### config.mk
export PLATFORM = sky130hd
export DESIGN_NAME = pulse_gate
export DESIGN_NICKNAME = d
export VERILOG_FILES = /design/src/rtl/pulse_gate_pkg.sv /design/src/rtl/pulse_gate_sync.sv /design/src/rtl/pulse_gate_filter.sv /design/src/rtl/pulse_gate_datapath.sv /design/src/rtl/pulse_gate_control.sv /design/src/rtl/pulse_gate.sv
export SDC_FILE = /design/constraint.sdc
export NUM_CORES = 1
export LEC_CHECK = 0
export ABC_AREA = 0
export BUFFER_PORTS_ARGS = -buffer_cell sky130_fd_sc_hd__buf_2
export CORE_MARGIN = 10
export CORE_UTILIZATION = 30
export CTS_CLUSTER_SIZE = 10
export DETAILED_ROUTE_END_ITERATION = 7
export GPL_TIMING_DRIVEN = 0
export PLACE_DENSITY_LB_ADDON = 0.08
export SLEW_MARGIN = 0
export SYNTH_ARGS = -nofsm -noshare
export SYNTH_HDL_FRONTEND = slang
export SYNTH_SLANG_ARGS = --single-unit
### constraint.sdc
create_clock -name clk -period 1.1 [get_ports clk]
set_input_delay 0.22 -clock clk [delete_from_list [all_inputs] [get_ports clk]]
set_output_delay 0.22 -clock clk [all_outputs]
set_load 0.005 [all_outputs]
### src/rtl/pulse_gate_pkg.sv
package pulse_gate_pkg;

  // Edge strobes sent from the datapath to the control
  typedef struct packed {
    logic riseStb;
    logic fallStb;
  } edge_t;

  // Strobe sent from the control to the datapath
  typedef struct packed {
    logic passEn;
  } ctrl_t;

endpackage

### src/rtl/pulse_gate_sync.sv
module pulse_gate_sync #(
  parameter int STAGES = 2
) (
  input  logic clk,
  input  logic rst,
  input  logic asyncIn,
  output logic syncOut
);

  logic [STAGES-1:0] chain;

  // Reset to high, so a pulse already present at reset release looks like a
  // level that was always there rather than a fresh rising edge.
  generate
    for (genvar i = 0; i < STAGES; i++) begin : g_stage
      if (i == 0) begin : g_first
        always_ff @(posedge clk) begin
          if (rst) chain[0] <= 1'b1;
          else     chain[0] <= asyncIn;
        end
      end else begin : g_next
        always_ff @(posedge clk) begin
          if (rst) chain[i] <= 1'b1;
          else     chain[i] <= chain[i-1];
        end
      end
    end
  endgenerate

  assign syncOut = chain[STAGES-1];

endmodule

### src/rtl/pulse_gate_filter.sv
module pulse_gate_filter #(
  parameter int HOLD_CYCLES = 4
) (
  input  logic clk,
  input  logic rst,
  input  logic sampleIn,
  output logic levelOut
);

  localparam int CNT_W = (HOLD_CYCLES < 2) ? 1 : $clog2(HOLD_CYCLES + 1);
  localparam logic [CNT_W-1:0] LAST = CNT_W'(HOLD_CYCLES - 1);

  logic [CNT_W-1:0] holdCnt;
  logic             accepted;
  logic             differs;

  assign differs = (sampleIn != accepted);

  // A differing sample must be seen on HOLD_CYCLES edges in a row
  always_ff @(posedge clk) begin
    if (rst) begin
      accepted <= 1'b1;
      holdCnt  <= '0;
    end else if (!differs) begin
      holdCnt  <= '0;
    end else if (holdCnt == LAST) begin
      accepted <= sampleIn;
      holdCnt  <= '0;
    end else begin
      holdCnt  <= holdCnt + 1'b1;
    end
  end

  assign levelOut = accepted;

endmodule

### src/rtl/pulse_gate_datapath.sv
module pulse_gate_datapath
  import pulse_gate_pkg::*;
#(
  parameter int SYNC_STAGES   = 2,
  parameter int GLITCH_CYCLES = 4
) (
  input  logic  clk,
  input  logic  rst,
  input  logic  pulseIn,
  input  ctrl_t ctrl,
  output edge_t edges,
  output logic  syncLvl,
  output logic  filtLvl,
  output logic  pulseOut
);

  logic filtPrev;
  logic outReg;

  pulse_gate_sync #(.STAGES(SYNC_STAGES)) u_sync (
    .clk     (clk),
    .rst     (rst),
    .asyncIn (pulseIn),
    .syncOut (syncLvl)
  );

  pulse_gate_filter #(.HOLD_CYCLES(GLITCH_CYCLES)) u_filt (
    .clk      (clk),
    .rst      (rst),
    .sampleIn (syncLvl),
    .levelOut (filtLvl)
  );

  // Edge detection on the filtered level; the previous level resets high to match the filter
  always_ff @(posedge clk) begin
    if (rst) filtPrev <= 1'b1;
    else     filtPrev <= filtLvl;
  end

  always_comb begin
    edges.riseStb = filtLvl & ~filtPrev;
    edges.fallStb = ~filtLvl & filtPrev;
  end

  // Gated output register
  always_ff @(posedge clk) begin
    if (rst) outReg <= 1'b0;
    else     outReg <= filtLvl & ctrl.passEn;
  end

  assign pulseOut = outReg;

endmodule

### src/rtl/pulse_gate_control.sv
module pulse_gate_control
  import pulse_gate_pkg::*;
#(
  parameter int GROUP_LEN = 3
) (
  input  logic                         clk,
  input  logic                         rst,
  input  edge_t                        edges,
  output ctrl_t                        ctrl,
  output logic [$clog2(GROUP_LEN)-1:0] phase,
  output logic                         armed
);

  localparam int PH_W = $clog2(GROUP_LEN);
  localparam logic [PH_W-1:0] PH_LAST = PH_W'(GROUP_LEN - 1);
  localparam logic [PH_W-1:0] PH_DROP = '0;

  logic [PH_W-1:0] phaseReg;
  logic            armedReg;
  logic            advance;

  // Counting starts only after a rising edge has been accepted since reset
  always_ff @(posedge clk) begin
    if (rst)                armedReg <= 1'b0;
    else if (edges.riseStb) armedReg <= 1'b1;
  end

  assign advance = edges.fallStb & armedReg;

  always_ff @(posedge clk) begin
    if (rst)                    phaseReg <= PH_DROP;
    else if (advance) begin
      if (phaseReg == PH_LAST)  phaseReg <= PH_DROP;
      else                      phaseReg <= phaseReg + 1'b1;
    end
  end

  always_comb ctrl.passEn = (phaseReg != PH_DROP);

  assign phase = phaseReg;
  assign armed = armedReg;

endmodule

### src/rtl/pulse_gate.sv
module pulse_gate
  import pulse_gate_pkg::*;
#(
  parameter int SYNC_STAGES   = 2,
  parameter int GLITCH_CYCLES = 4,
  parameter int GROUP_LEN     = 3
) (
  input  logic clk,
  input  logic rst,
  input  logic pulseIn,
  output logic pulseOut
);

  localparam int PH_W = $clog2(GROUP_LEN);

  edge_t           edges;
  ctrl_t           ctrl;
  logic            syncLvl;
  logic            filtLvl;
  logic [PH_W-1:0] phase;
  logic            armed;

  pulse_gate_datapath #(
    .SYNC_STAGES   (SYNC_STAGES),
    .GLITCH_CYCLES (GLITCH_CYCLES)
  ) u_dp (
    .clk      (clk),
    .rst      (rst),
    .pulseIn  (pulseIn),
    .ctrl     (ctrl),
    .edges    (edges),
    .syncLvl  (syncLvl),
    .filtLvl  (filtLvl),
    .pulseOut (pulseOut)
  );

  pulse_gate_control #(.GROUP_LEN(GROUP_LEN)) u_ctl (
    .clk   (clk),
    .rst   (rst),
    .edges (edges),
    .ctrl  (ctrl),
    .phase (phase),
    .armed (armed)
  );

endmodule

Word-level counts from Yosys, hierarchy flattened
Index checks and enable logic that the tools add are counted.
{"block": "classes", "addsub": 2, "n_eq_ne": 3, "n_mux": 1, "bitwise_logic": 7, "reduce_logical": 3}
{"op": "$and 1x1->1", "n": 4}
{"op": "$add 3x1->3 const B", "n": 1}
{"op": "$eq 3x2->1 const B", "n": 1}
{"op": "$not 1->1", "n": 3}
{"op": "$reduce_or 3->1", "n": 1}
{"op": "$add 2x1->2 const B", "n": 1}
{"op": "$eq 2x2->1 const B", "n": 1}
{"op": "$mux 2", "n": 1}
{"op": "$reduce_and 2->1", "n": 1}
{"op": "$reduce_bool 2->1", "n": 1}
{"op": "$ne 1x1->1", "n": 1}
{"block": "totals", "ff_bits": 11, "input_bits": 3, "out_inout_bits": 1}

Logic depth before layout (Yosys ltp)
Gate-level depths: netlist of run 1.
{"block": "depth", "ltp_word": 3, "depth_mapped": 4}

Cells and area by module
A second synthesis of run 1 with hierarchy kept.
{"block": "hier_totals", "hier_cells": 35, "hier_area_um2": 409.1}
{"mod": "pulse_gate_filter", "n_inst": 1, "cells_per_inst": 13, "area_per_inst_um2": 161.4}
{"mod": "pulse_gate_control", "n_inst": 1, "cells_per_inst": 12, "area_per_inst_um2": 127.6}
{"mod": "pulse_gate_datapath", "n_inst": 1, "cells_per_inst": 6, "area_per_inst_um2": 67.6}
{"mod": "pulse_gate_sync", "n_inst": 1, "cells_per_inst": 4, "area_per_inst_um2": 52.6}

Worst setup path after synthesis of run 1
Ideal clock, no wire load.
{"block": "synth_timing", "path_type": "register to register", "startpoint": "reg u_dp.u_filt.holdCnt[0]", "endpoint": "reg u_dp.u_filt.accepted (netlist: u_dp.u_filt.levelOut)", "arrival_time_ps": 995, "t_required_ps": 980, "slack_ps": -15, "path_stages_with_launch": 4, "n_path_buf": 0, "synth_period_minus_slack_ps": 1115, "cell_sequence": "dfxtp_1 ha_1 ha_1 a211o_1"}
{"block": "synth_between", "elab_chain_cells": 2}
{"element": "start: declaration", "line_no": "pulse_gate_filter.sv:13", "text": "logic [CNT_W-1:0] holdCnt;"}
{"element": "start signal: assignment", "line_no": "pulse_gate_filter.sv:30", "text": "holdCnt <= holdCnt + 1'b1;"}
{"element": "$eq 3x2->1", "line_no": "pulse_gate_filter.sv:26", "text": "end else if (holdCnt == LAST) begin"}
{"element": "$reduce_and 2->1 (no source line)"}
{"element": "end signal: assignment", "line_no": "pulse_gate_filter.sv:27", "text": "accepted <= sampleIn;"}
{"element": "end: declaration", "line_no": "pulse_gate_filter.sv:14", "text": "logic accepted;"}
Every way passes these cells.
A chain may end at the register's enable or synchronous reset.

Worst setup path in the final report of run 1
Ends and elaborated chain as after synthesis.

==> results.md, run 1 <==
* Reg2reg start: u_dp.u_filt.holdCnt[0]
* Mean post-synth cell area at ~12 um^2
* GPL Wtd Cong at 0.635
* Root Buffer: clkbuf_4
* Syn Inst Count at 36
* Reg-to-reg slack, setup at about 0.027 ns
* Final min period at between 1 and 1.5 ns
* Reg2reg end: u_dp.u_filt.levelOut
* Min-delay src: pulseIn
* Startpoint types: register
* Vias in the first global route at around 250
* Cell area after layout at around 500 um^2
* Clk pin slew, worst setup/hold paths at about 0.070 ns
* Port Buffers at 3
* Max Freq at a little over 900 MHz
* CP arrival at roughly 1.2 ns
* Critical path class: register to register
* Hold Path Sink: u_dp.u_sync.chain[0]
* Wire per inst at 11.3 um
* Post-CTS setup buffers at 0
* RSZ-0062 raised after global routing: false
* Initial Utilization at approximately a third
* Mapped Nets at between 40 and 50
* Number of fill cells at between 100 and 150
* Pre-CTS WS at -0.0159 ns
* Async S/R FF share, synth at 0%
* Reg2Reg Depth at 3
* ANT cells at 0
* Vias at ~250
* Synthesis Warnings at 0
* GRT Residual Overflow at 0
* Final period utilization at just under 100%
* Num ports at 4
* CTS tree: done
* Skew final at roughly 0.0032 ns
* Largest net degree at the start of global routing at 11
* Most common cell in the netlist: dfxtp_1
* Setup ws final at 0.0267 ns
* First-pass GRT wire length at ~1000 um
* Die width at roughly 57 um
* Util after Layout at about two fifths
* Antenna violations before repair at 0
* Largest cells by area after synthesis: dfxtp_1 53%, ha_1 6.0%, or2_2 4.5%, mux2_4 3.6%, nor4b_2 3.6%
* H-tree level count at 1
* Detail Route Antenna Nets at 0
* DP Area at 452 um^2
* Number of vias per cell at about 4.4
* Pre-antenna DRT Iters at 2
* Most used DFF post-synth: dfxtp_1
* Worst-skew pair later-pin latency at 0.26 ns
* Max_cap viols at 0
* Path type of the worst min-delay path: input port to register
* # rows at 13
* Area leader, netlist: dfxtp_1
* Outcome: finished clean
* Inserted Clock Buffers at 3
* CP endpoint kind: register
* Final Setup Violations at 0
* Clk buf depth at 2
* Total GRT Usage at under 10%
* Hold Fails Final Rpt at 0
* Post-Syn Area at approximately 420 um^2
* Die area at approximately 3300 um^2
* Setup TNS at 0 ns
* Number of enable flip-flop cells after synthesis at 0
* Synth-to-layout area growth at 21.1%
* Clock sink count at 11
* Maximum VDD drop at around 0.00044 V
* Commonest cells post-synth: 11 x dfxtp_1, 3 x or2_2, 2 x ha_1, 2 x inv_1, 2 x nor4_1
* Rel. slew slack at between 70% and 80%
* Post-synth cell types at 21
* Synth top area share at a little over half
* Initial DRC count at 4
* Detailed placement HPWL at between 400 and 500 um
* Final std cells w/o fill at between 50 and 60
* PwrDens at 1380 nW/um^2
* Final Max Tran Viols at 0
* Worst slew pin tran at roughly 0.32 ns
* Die Span Y at between 50 and 60 um
* WHS Path Cells at 2
* Leakage power at 0.182 nW
* Core Box Area at approximately 1300 um^2
* Layout cell share with drive strength beyond 1 at between 40% and 50%
* Sequential fraction of the synthesis area at a little over half
* Inst Count DP at 54
* #FFs+latches synth at 11
* Final #Nets at 49
* Detailed Route WL at between 600 and 700 um
* DRC errors left at 0
* WP data required at 1.25 ns
* Critical path peak fanout at 5
[timing repair]
| item | in CTS | in global routing |
|---|---|---|
| resized for setup | 2 | 3 |
| setup endpoints to repair | 1 | 2 |
| pin swaps | 0 | 1 |
| hold buffers | 0 | 0 |
[registers in the layout (all words and copies together), names as in the netlist]
name and cells:
u_dp.u_filt.holdCnt 3, u_dp.pulseOut 1, u_dp.filtPrev 1, u_dp.u_sync.chain 1
u_ctl.phase 2, u_dp.u_sync.syncOut 1, u_ctl.armed 1, u_dp.u_filt.levelOut 1
[worst max path at each step]
stage / end / startpoint / slack, ns / depth (start not counted)
after global routing: u_dp.u_filt.levelOut / u_dp.u_filt.holdCnt[0] / 0.002 / 3
after floorplan: u_dp.u_filt.levelOut / u_dp.u_filt.holdCnt[0] / 0.03 / 3
after global placement: u_dp.u_filt.levelOut / u_dp.u_filt.holdCnt[0] / 0.009 / 3
after CTS: u_dp.u_filt.levelOut / u_dp.u_filt.holdCnt[0] / 0.005 / 3
after detailed placement: u_dp.u_filt.levelOut / u_dp.u_filt.holdCnt[0] / -0.02 / 3
final: u_dp.u_filt.levelOut / u_dp.u_filt.holdCnt[0] / 0.03 / 3
[per-layer routing]
layer | vias up | share of wire (%) | track usage (%) | wire length (um)
met4 | 0 | 0 | 5.03 | 0
met1 | 113 | 48 | 4.43 | 317
li1 | 136 | - | - | -
met5 | - | 0 | 0 | 0
met3 | 0 | 3.2 | 1.99 | 21
met2 | 4 | 48 | 6.05 | 317
[power by group]
| part | leakage (nW) | switching (mW) | internal (mW) |
|---|---|---|---|
| combinational | 0.0782 | 0.0100 | 0.00955 |
| clock | 0.0150 | 0.130 | 0.140 |
| sequential | 0.0892 | 0.00259 | 0.403 |
[metrics by stage]
step	hold WS [ns]	power, mW
2_1_floorplan	0.324	0.426
3_3_place_gp	0.398	0.432
3_5_place_dp	0.395	0.433
4_1_cts	0.127	0.707
5_1_grt	0.139	0.725
6_report	0.138	0.695
[placed cells by master, fill, tap and decap left out, types with 2 or more instances in the layout]
cell type / instances
inv_1: 2
ha_4: 2
dfxtp_2: 2
or2_2: 3
clkbuf_4: 3
nor4_1: 2
dfxtp_1: 9
buf_2: 4
[critical path, cell delays in order (launching register included)]
cell and delay [ns]:
dfxtp_2 0.34, ha_4 0.16, ha_4 0.17, a211o_1 0.28
[final cells by class]
type,count,area (um^2),share of cell area [%]
Multi-Input combinational cell,22,208,41.3
Sequential cell,11,223,44.3
Tap cell,15,18.8,3.73
Clock buffer,4,26.3,5.22
Inverter,2,7.51,1.49
Buffer,1,5.00,0.995
Timing Repair Buffer,3,15.0,2.99
[cells by family (layout without fill, tap and decap cells)]
group,count (synthesis),count (layout),synth area share (%)
fa+ha+maj,2,2,6.02
buf+inv,3,10,3.01
xor+xnor,1,1,2.11
flops,11,11,53.0
simple gates,15,15,26.5
mux,2,2,6.02
compound gates,2,2,3.31
No activity file was read; power rests on OpenSTA's default activity.
==> inputs of run 2 (changes only) <==
--- a/config.mk
+++ b/config.mk
@@ -13,6 +13,8 @@
 export DETAILED_ROUTE_END_ITERATION = 7
 export GPL_TIMING_DRIVEN = 0
 export PLACE_DENSITY_LB_ADDON = 0.08
+export REMOVE_ABC_BUFFERS = 1
+export SETUP_SLACK_MARGIN = 0.1
 export SLEW_MARGIN = 0
 export SYNTH_ARGS = -nofsm -noshare
 export SYNTH_HDL_FRONTEND = slang
==> run 2 against run 1 <==
Net effect: register-to-register slack improved by 0.05 ns; sequential share of layout area decreased by 1.3 points; worst hold slack got worse by 0.0090 ns; core utilization increased by 1.8 points; clock-buffer cell count unchanged; cell count increased by 1.7%; clock power increased by 2%; die area unchanged; highest routed layer is now met4.
==> results.md, run 2 (synthesis gave the netlist of run 1 again) <==
* Number of vias per cell at 4.68 (was 4.36)
* Vias at 276 (was 253)
* Hold Fails Final Rpt at 0 (unchanged)
* Core Box Area at 1300 um^2 (unchanged)
* Cell area after layout at 527 um^2 (was 503 um^2)
* Worst slew pin tran at 0.344 ns (was 0.324 ns)
* CP arrival at 1.21 ns (was 1.22 ns)
* Max FFs per register at 3 (unchanged)
* Root Buffer: clkbuf_4 (unchanged)
* Cts hold-fix bufs at 0 (unchanged)
* Initial DRC count at 5 (was 4)
* Critical path class: register to register (unchanged)
* Detailed placement HPWL at 473 um (was 469 um)
* Leakage power at 0.190 nW (was 0.182 nW)
* Initial Utilization at 31.9% (unchanged)
* CTS tree: done (unchanged)
* Reg-to-reg slack, setup at 0.08 ns (was 0.03 ns)
* Maximum VDD drop at 0.000544 V (was 0.000440 V)
* Final period utilization at 93.0% (was 97.6%)
* Detailed Route WL at 684 um (was 656 um)
* Max_cap viols at 0 (unchanged)
* Port Buffers at 3 (unchanged)
* PwrDens at 1330 nW/um^2 (was 1380 nW/um^2)
* Clk buf depth at 2 (unchanged)
* Die width at 57.2 um (unchanged)
* Rel. slew slack at 76.9% (was 78.3%)
* Vias in the first global route at 313 (was 246)
* ANT cells at 0 (unchanged)
* Total GRT Usage at 5.37% (was 4.36%)
* Clock sink count at 11 (unchanged)
* Wire per inst at 11.6 um (was 11.3 um)
* Critical path peak fanout at 2 (was 5)
* Startpoint types: register (unchanged)
* Clk pin slew, worst setup/hold paths at 0.07 ns (about the same)
* H-tree level count at 1 (unchanged)
* Pre-antenna DRT Iters at 2 (unchanged)
* First-pass GRT wire length at 1350 um (was 1040 um)
* Inserted Clock Buffers at 3 (unchanged)
* Util after Layout at 40.5% (was 38.7%)
* Path type of the worst min-delay path: input port to register (unchanged)
* Num ports at 4 (unchanged)
* Outcome: finished clean (unchanged)
* Most frequent cells in the layout: 8 x dfxtp_1, 3 x or2_2, 3 x clkbuf_4, 3 x buf_2 (was 9 x dfxtp_1, 4 x buf_2, 3 x or2_2, 3 x clkbuf_4)
* PnR Total Power at 698 uW (was 695 uW)
* Skew final at 0.000259 ns (was 0.00324 ns)
* Antenna violations before repair at 0 (unchanged)
* Die area at 3270 um^2 (unchanged)
* WP data required at 1.29 ns (was 1.25 ns)
* Number of fill cells at 132 (was 135)
* # rows at 13 (unchanged)
* Final #Nets at 50 (was 49)
* DRC errors left at 0 (unchanged)
* Layout cell share with drive strength beyond 1 at 47.7% (was 41.9%)
* Die Span Y at 57.2 um (unchanged)
* Most flops, register: u_dp.u_filt.holdCnt (unchanged)
* GRT Residual Overflow at 0 (unchanged)
* RSZ-0062 raised after global routing: true (was false)
* Worst-skew pair later-pin latency at 0.27 ns (was 0.26 ns)
* Final Max Tran Viols at 0 (unchanged)
* CP endpoint kind: register (unchanged)
* Final Setup Violations at 0 (unchanged)
* DP Area at 444 um^2 (was 452 um^2)
* Final min period at 1.02 ns (was 1.07 ns)
* Commonest non-fill, non-tap cell in the layout: dfxtp_1 (unchanged)
* GPL Wtd Cong at 0.542 (was 0.635)
* Max Freq at 978 MHz (was 932 MHz)
* Largest net degree at the start of global routing at 14 (was 11)
* Synth-to-layout area growth at 26.8% (was 21.1%)
* Detail Route Antenna Nets at 0 (unchanged)
[run 2: cell count changes in the layout (fill, tap and decap cells not counted)]
cell / previous run / this run
nor4_1: 2 / 1
dfxtp_4: 0 / 1
dfxtp_1: 9 / 8
buf_6: 0 / 1
nor4_2: 0 / 1
buf_2: 4 / 3
buf_4: 0 / 1
[run 2: what timing repair did]
| action | 4_1_cts | 5_1_grt |
|---|---|---|
| gates cloned | 0 | 0 |
| setup endpoints to repair | 5 | 6 |
| pin swaps | 4 | 3 |
| setup buffers | 2 | 0 |
| resized for setup | 9 | 1 |
| endpoints found under the hold margin | 0 | 0 |
[run 2: power breakdown]
group | total [mW] | internal (mW) | switching (mW)
Clock | 0.276 | 0.140 | 0.136
Combinational | 0.0189 | 0.00837 | 0.0105
Sequential | 0.403 | 0.400 | 0.00254
[run 2: worst max-delay path, stage by stage, from the launching register on]
cell	delay, ns
dfxtp_2	0.34
ha_4	0.16
ha_4	0.20
nor4_2	0.24
[run 2: cell type report]
type / instances / area (um^2) / area share, %
inverter: 2 / 7.51 / 1.43
multi-input combinational: 22 / 214 / 40.6
tap: 15 / 18.8 / 3.56
sequential: 11 / 226 / 43.0
clock buffer: 4 / 26.3 / 4.99
timing repair buffer: 5 / 33.8 / 6.41
[run 2: layer usage]
layer / global-route usage (%) / up-vias / routed length (um)
met5: 0 / - / 0
met4: 5.03 / 0 / 16
met3: 2.88 / 2 / 43
met2: 6.98 / 7 / 307
met1: 6.03 / 125 / 315
li1: - / 142 / -
[run 2: worst paths after layout]
| check | cells past startpoint | from | end |
|---|---|---|---|
| worst min register to register | 1 | u_dp.u_sync.chain[0] | u_dp.u_sync.syncOut |
| worst max-delay path | 3 | u_dp.u_filt.holdCnt[0] | u_dp.u_filt.holdCnt[2] |
| worst max register to register | 3 | u_dp.u_filt.holdCnt[0] | u_dp.u_filt.holdCnt[2] |
| worst min-delay path | 2 | pulseIn | u_dp.u_sync.chain[0] |
[run 2: per-stage QoR]
stage,worst slack [ns],std cells,TNS [ns],hold WS [ns]
after floorplan,-0.0151,35,-0.0151,0.289
after global placement,-0.0431,53,-0.0431,0.402
after detailed placement,-0.0766,53,-0.102,0.402
after CTS,0.0804,59,0,0.121
after global routing,0.0492,59,0,0.123
final,0.0775,59,0,0.129
==> inputs of run 3 (changes only) <==
--- a/config.mk
+++ b/config.mk
@@ -11,7 +11,6 @@
 export CORE_UTILIZATION = 30
 export CTS_CLUSTER_SIZE = 10
 export DETAILED_ROUTE_END_ITERATION = 7
-export GPL_TIMING_DRIVEN = 0
 export PLACE_DENSITY_LB_ADDON = 0.08
 export REMOVE_ABC_BUFFERS = 1
 export SETUP_SLACK_MARGIN = 0.1
==> run 3 against run 2 <==
Net effect: worst setup slack got worse by 0.031 ns; clock skew rose by 0.0062 ns; maximum frequency fell by 2.9%; total power rose by 1.4%; core utilization up 2.1 points; register-to-register slack worse by 0.03 ns; critical path depth grew 1; non-clock buffer count is 1 higher; via count fell by 4.3%; flip-flop and latch count unchanged; sequential power up 1%; critical endpoint is now u_dp.u_filt.levelOut; largest cell class is now multi-input gates.
==> results.md, run 3 (synthesis gave the netlist of run 1 again) <==
* Number of fill cells at 133 (was 132)
* Detailed Route WL at 677 um (was 684 um)
* Critical path class: register to register (unchanged)
* Max Freq at 950 MHz (was 978 MHz)
* CP startpoint: u_dp.u_filt.holdCnt[0] (unchanged)
* Clock sink count at 11 (unchanged)
* Initial DRC count at 2 (was 5)
* # rows at 13 (unchanged)
* Path type of the worst min-delay path: input port to register (unchanged)
* Max incr delay on CP at 0.36 ns (was 0.34 ns)
* CP endpoint kind: register (unchanged)
* Critical path peak fanout at 5 (was 2)
* Worst path buffer plus inverter count at 0 (unchanged)
* GPL Wtd Cong at 0.647 (was 0.542)
* Met3 WL at 43 um (unchanged)
* Vias at 264 (was 276)
* Max FFs per register at 3 (unchanged)
* Worst path slowest cell: dfxtp_2 (unchanged)
* M1 WL at 308 um (was 315 um)
* GRT Residual Overflow at 0 (unchanged)
* Final min period at 1.05 ns (was 1.02 ns)
* Total GRT Usage at 5.02% (was 5.37%)
* Pre-antenna DRT Iters at 2 (unchanged)
* Rel. slew slack at 84.2% (was 76.9%)
* Reg2reg start: u_dp.u_filt.holdCnt[0] (unchanged)
* PwrDens at 1280 nW/um^2 (was 1330 nW/um^2)
* Maximum VDD drop at 0.000593 V (was 0.000544 V)
* Num ports at 4 (unchanged)
* Max_cap viols at 0 (unchanged)
* Largest net degree at the start of global routing at 14 (unchanged)
* CP Cell Sequence: ha_4 -> ha_4 -> nor2b_2 -> a211o_1 (was ha_4 -> ha_4 -> nor4_2)
* WP data required at 1.26 ns (was 1.29 ns)
* Core Box Area at 1300 um^2 (unchanged)
* Commonest non-fill, non-tap cell in the layout: dfxtp_1 (unchanged)
* Detailed placement HPWL at 464 um (was 473 um)
* Outcome: finished clean (unchanged)
* Most frequent cells in the layout: 9 x dfxtp_1, 3 x or2_2, 3 x clkbuf_4, 3 x buf_2, 3 x buf_4 (was 8 x dfxtp_1, 3 x or2_2, 3 x clkbuf_4, 3 x buf_2)
* Most flops, register: u_dp.u_filt.holdCnt (unchanged)
* Port Buffers at 3 (unchanged)
* Worst slew pin tran at 0.237 ns (was 0.344 ns)
* Worst path most repeated cell: ha_4 (unchanged)
* Startpoint types: register (unchanged)
* H-tree level count at 1 (unchanged)
* Die width at 57.2 um (unchanged)
* Synth-to-layout area growth at 33.4% (was 26.8%)
* Antenna violations before repair at 0 (unchanged)
* Path length in cells of the critical path at 4 (was 3)
* DR top layer: met4 (unchanged)
* Area of the multi-input gates at 241 um^2 (was 214 um^2)
* Skew final at 0.00644 ns (was 0.000259 ns)
* Die area at 3270 um^2 (unchanged)
* Cell area after layout at 554 um^2 (was 527 um^2)
* Reg2Reg Depth at 4 (was 3)
* Clk pin slew, worst setup/hold paths at 0.07 ns (about the same)
* Cts hold-fix bufs at 0 (unchanged)
* Final Max Tran Viols at 0 (unchanged)
* Worst-skew pair later-pin latency at 0.27 ns (about the same)
* Min-delay src: pulseIn (unchanged)
* Hold WS at 0.132 ns (was 0.129 ns)
* Crit-path leading delay family: flip-flops (was adder cells)
* Number of vias per cell at 4.40 (was 4.68)
* Vias in the first global route at 286 (was 313)
* Detail Route Antenna Nets at 0 (unchanged)
* Initial Utilization at 31.9% (unchanged)
* Wire per inst at 11.3 um (was 11.6 um)
* Die Span Y at 57.2 um (unchanged)
* Leakage power at 0.203 nW (was 0.190 nW)
* Final #Nets at 51 (was 50)
* Layout cell share with drive strength beyond 1 at 48.9% (was 47.7%)
* First-pass GRT wire length at 1210 um (was 1350 um)
* Hold Fails Final Rpt at 0 (unchanged)
* Clk buf depth at 2 (unchanged)
* Inserted Clock Buffers at 3 (unchanged)
* CP arrival at 1.21 ns (about the same)
* Met2 wire length at 296 um (was 307 um)
* DRC errors left at 0 (unchanged)
* ANT cells at 0 (unchanged)
* DP Area at 452 um^2 (was 444 um^2)
* WHS Path Cells at 2 (unchanged)
* Register Area at 223 um^2 (was 226 um^2)
* RSZ-0062 raised after global routing: true (unchanged)
* Final Setup Violations at 0 (unchanged)
* Root Buffer: clkbuf_4 (unchanged)
* Final period utilization at 95.7% (was 93.0%)
* CTS tree: done (unchanged)
[run 3: final timing paths]
kind,endpoint,slack (ns)
worst min-delay path,u_dp.u_sync.chain[0],0.13
worst min register to register,u_dp.u_sync.syncOut,0.41
worst max register to register,u_dp.u_filt.levelOut,0.05
worst max-delay path,u_dp.u_filt.levelOut,0.05
[run 3: final cells by class]
cell class	instances	share of cell area, %
Multi-Input combinational cell	22	43.6
Sequential cell	11	40.2
Timing Repair Buffer	6	6.77
Clock buffer	4	4.74
Tap cell	15	3.39
Inverter	2	1.35
[run 3: routing by layer]
layer  global-route usage, %  vias to the layer above
li1                        -                      139
met1                    4.67                      115
met2                    7.44                        7
met3                    2.88                        3
met4                    5.03                        0
met5                       0                        -
[run 3: through the flow]
step           utilization, %  std cells  setup slack (ns)  setup TNS (ns)  power, mW
6_report                 42.6         60            0.0469               0      0.708
3_5_place_dp             34.7         54           -0.0827          -0.185      0.432
4_1_cts                  40.6         59            0.0443               0      0.718
2_1_floorplan               -         35           -0.0151         -0.0151      0.421
5_1_grt                  42.6         60            0.0208               0      0.739
3_3_place_gp             34.7         54           -0.0331         -0.0331      0.430
[run 3: report_power, final]
| part | internal (mW) | switching (mW) | leakage, nW | total, mW |
|---|---|---|---|---|
| logic | 0.0127 | 0.0118 | 0.0974 | 0.0245 |
| clock network | 0.140 | 0.136 | 0.0150 | 0.276 |
| registers | 0.403 | 0.00391 | 0.0902 | 0.407 |
[run 3: repair_timing]
action	4_1_cts	5_1_grt
pin swaps	4	1
resized for setup	8	2
setup buffers	1	1
endpoints found under the setup margin	4	5
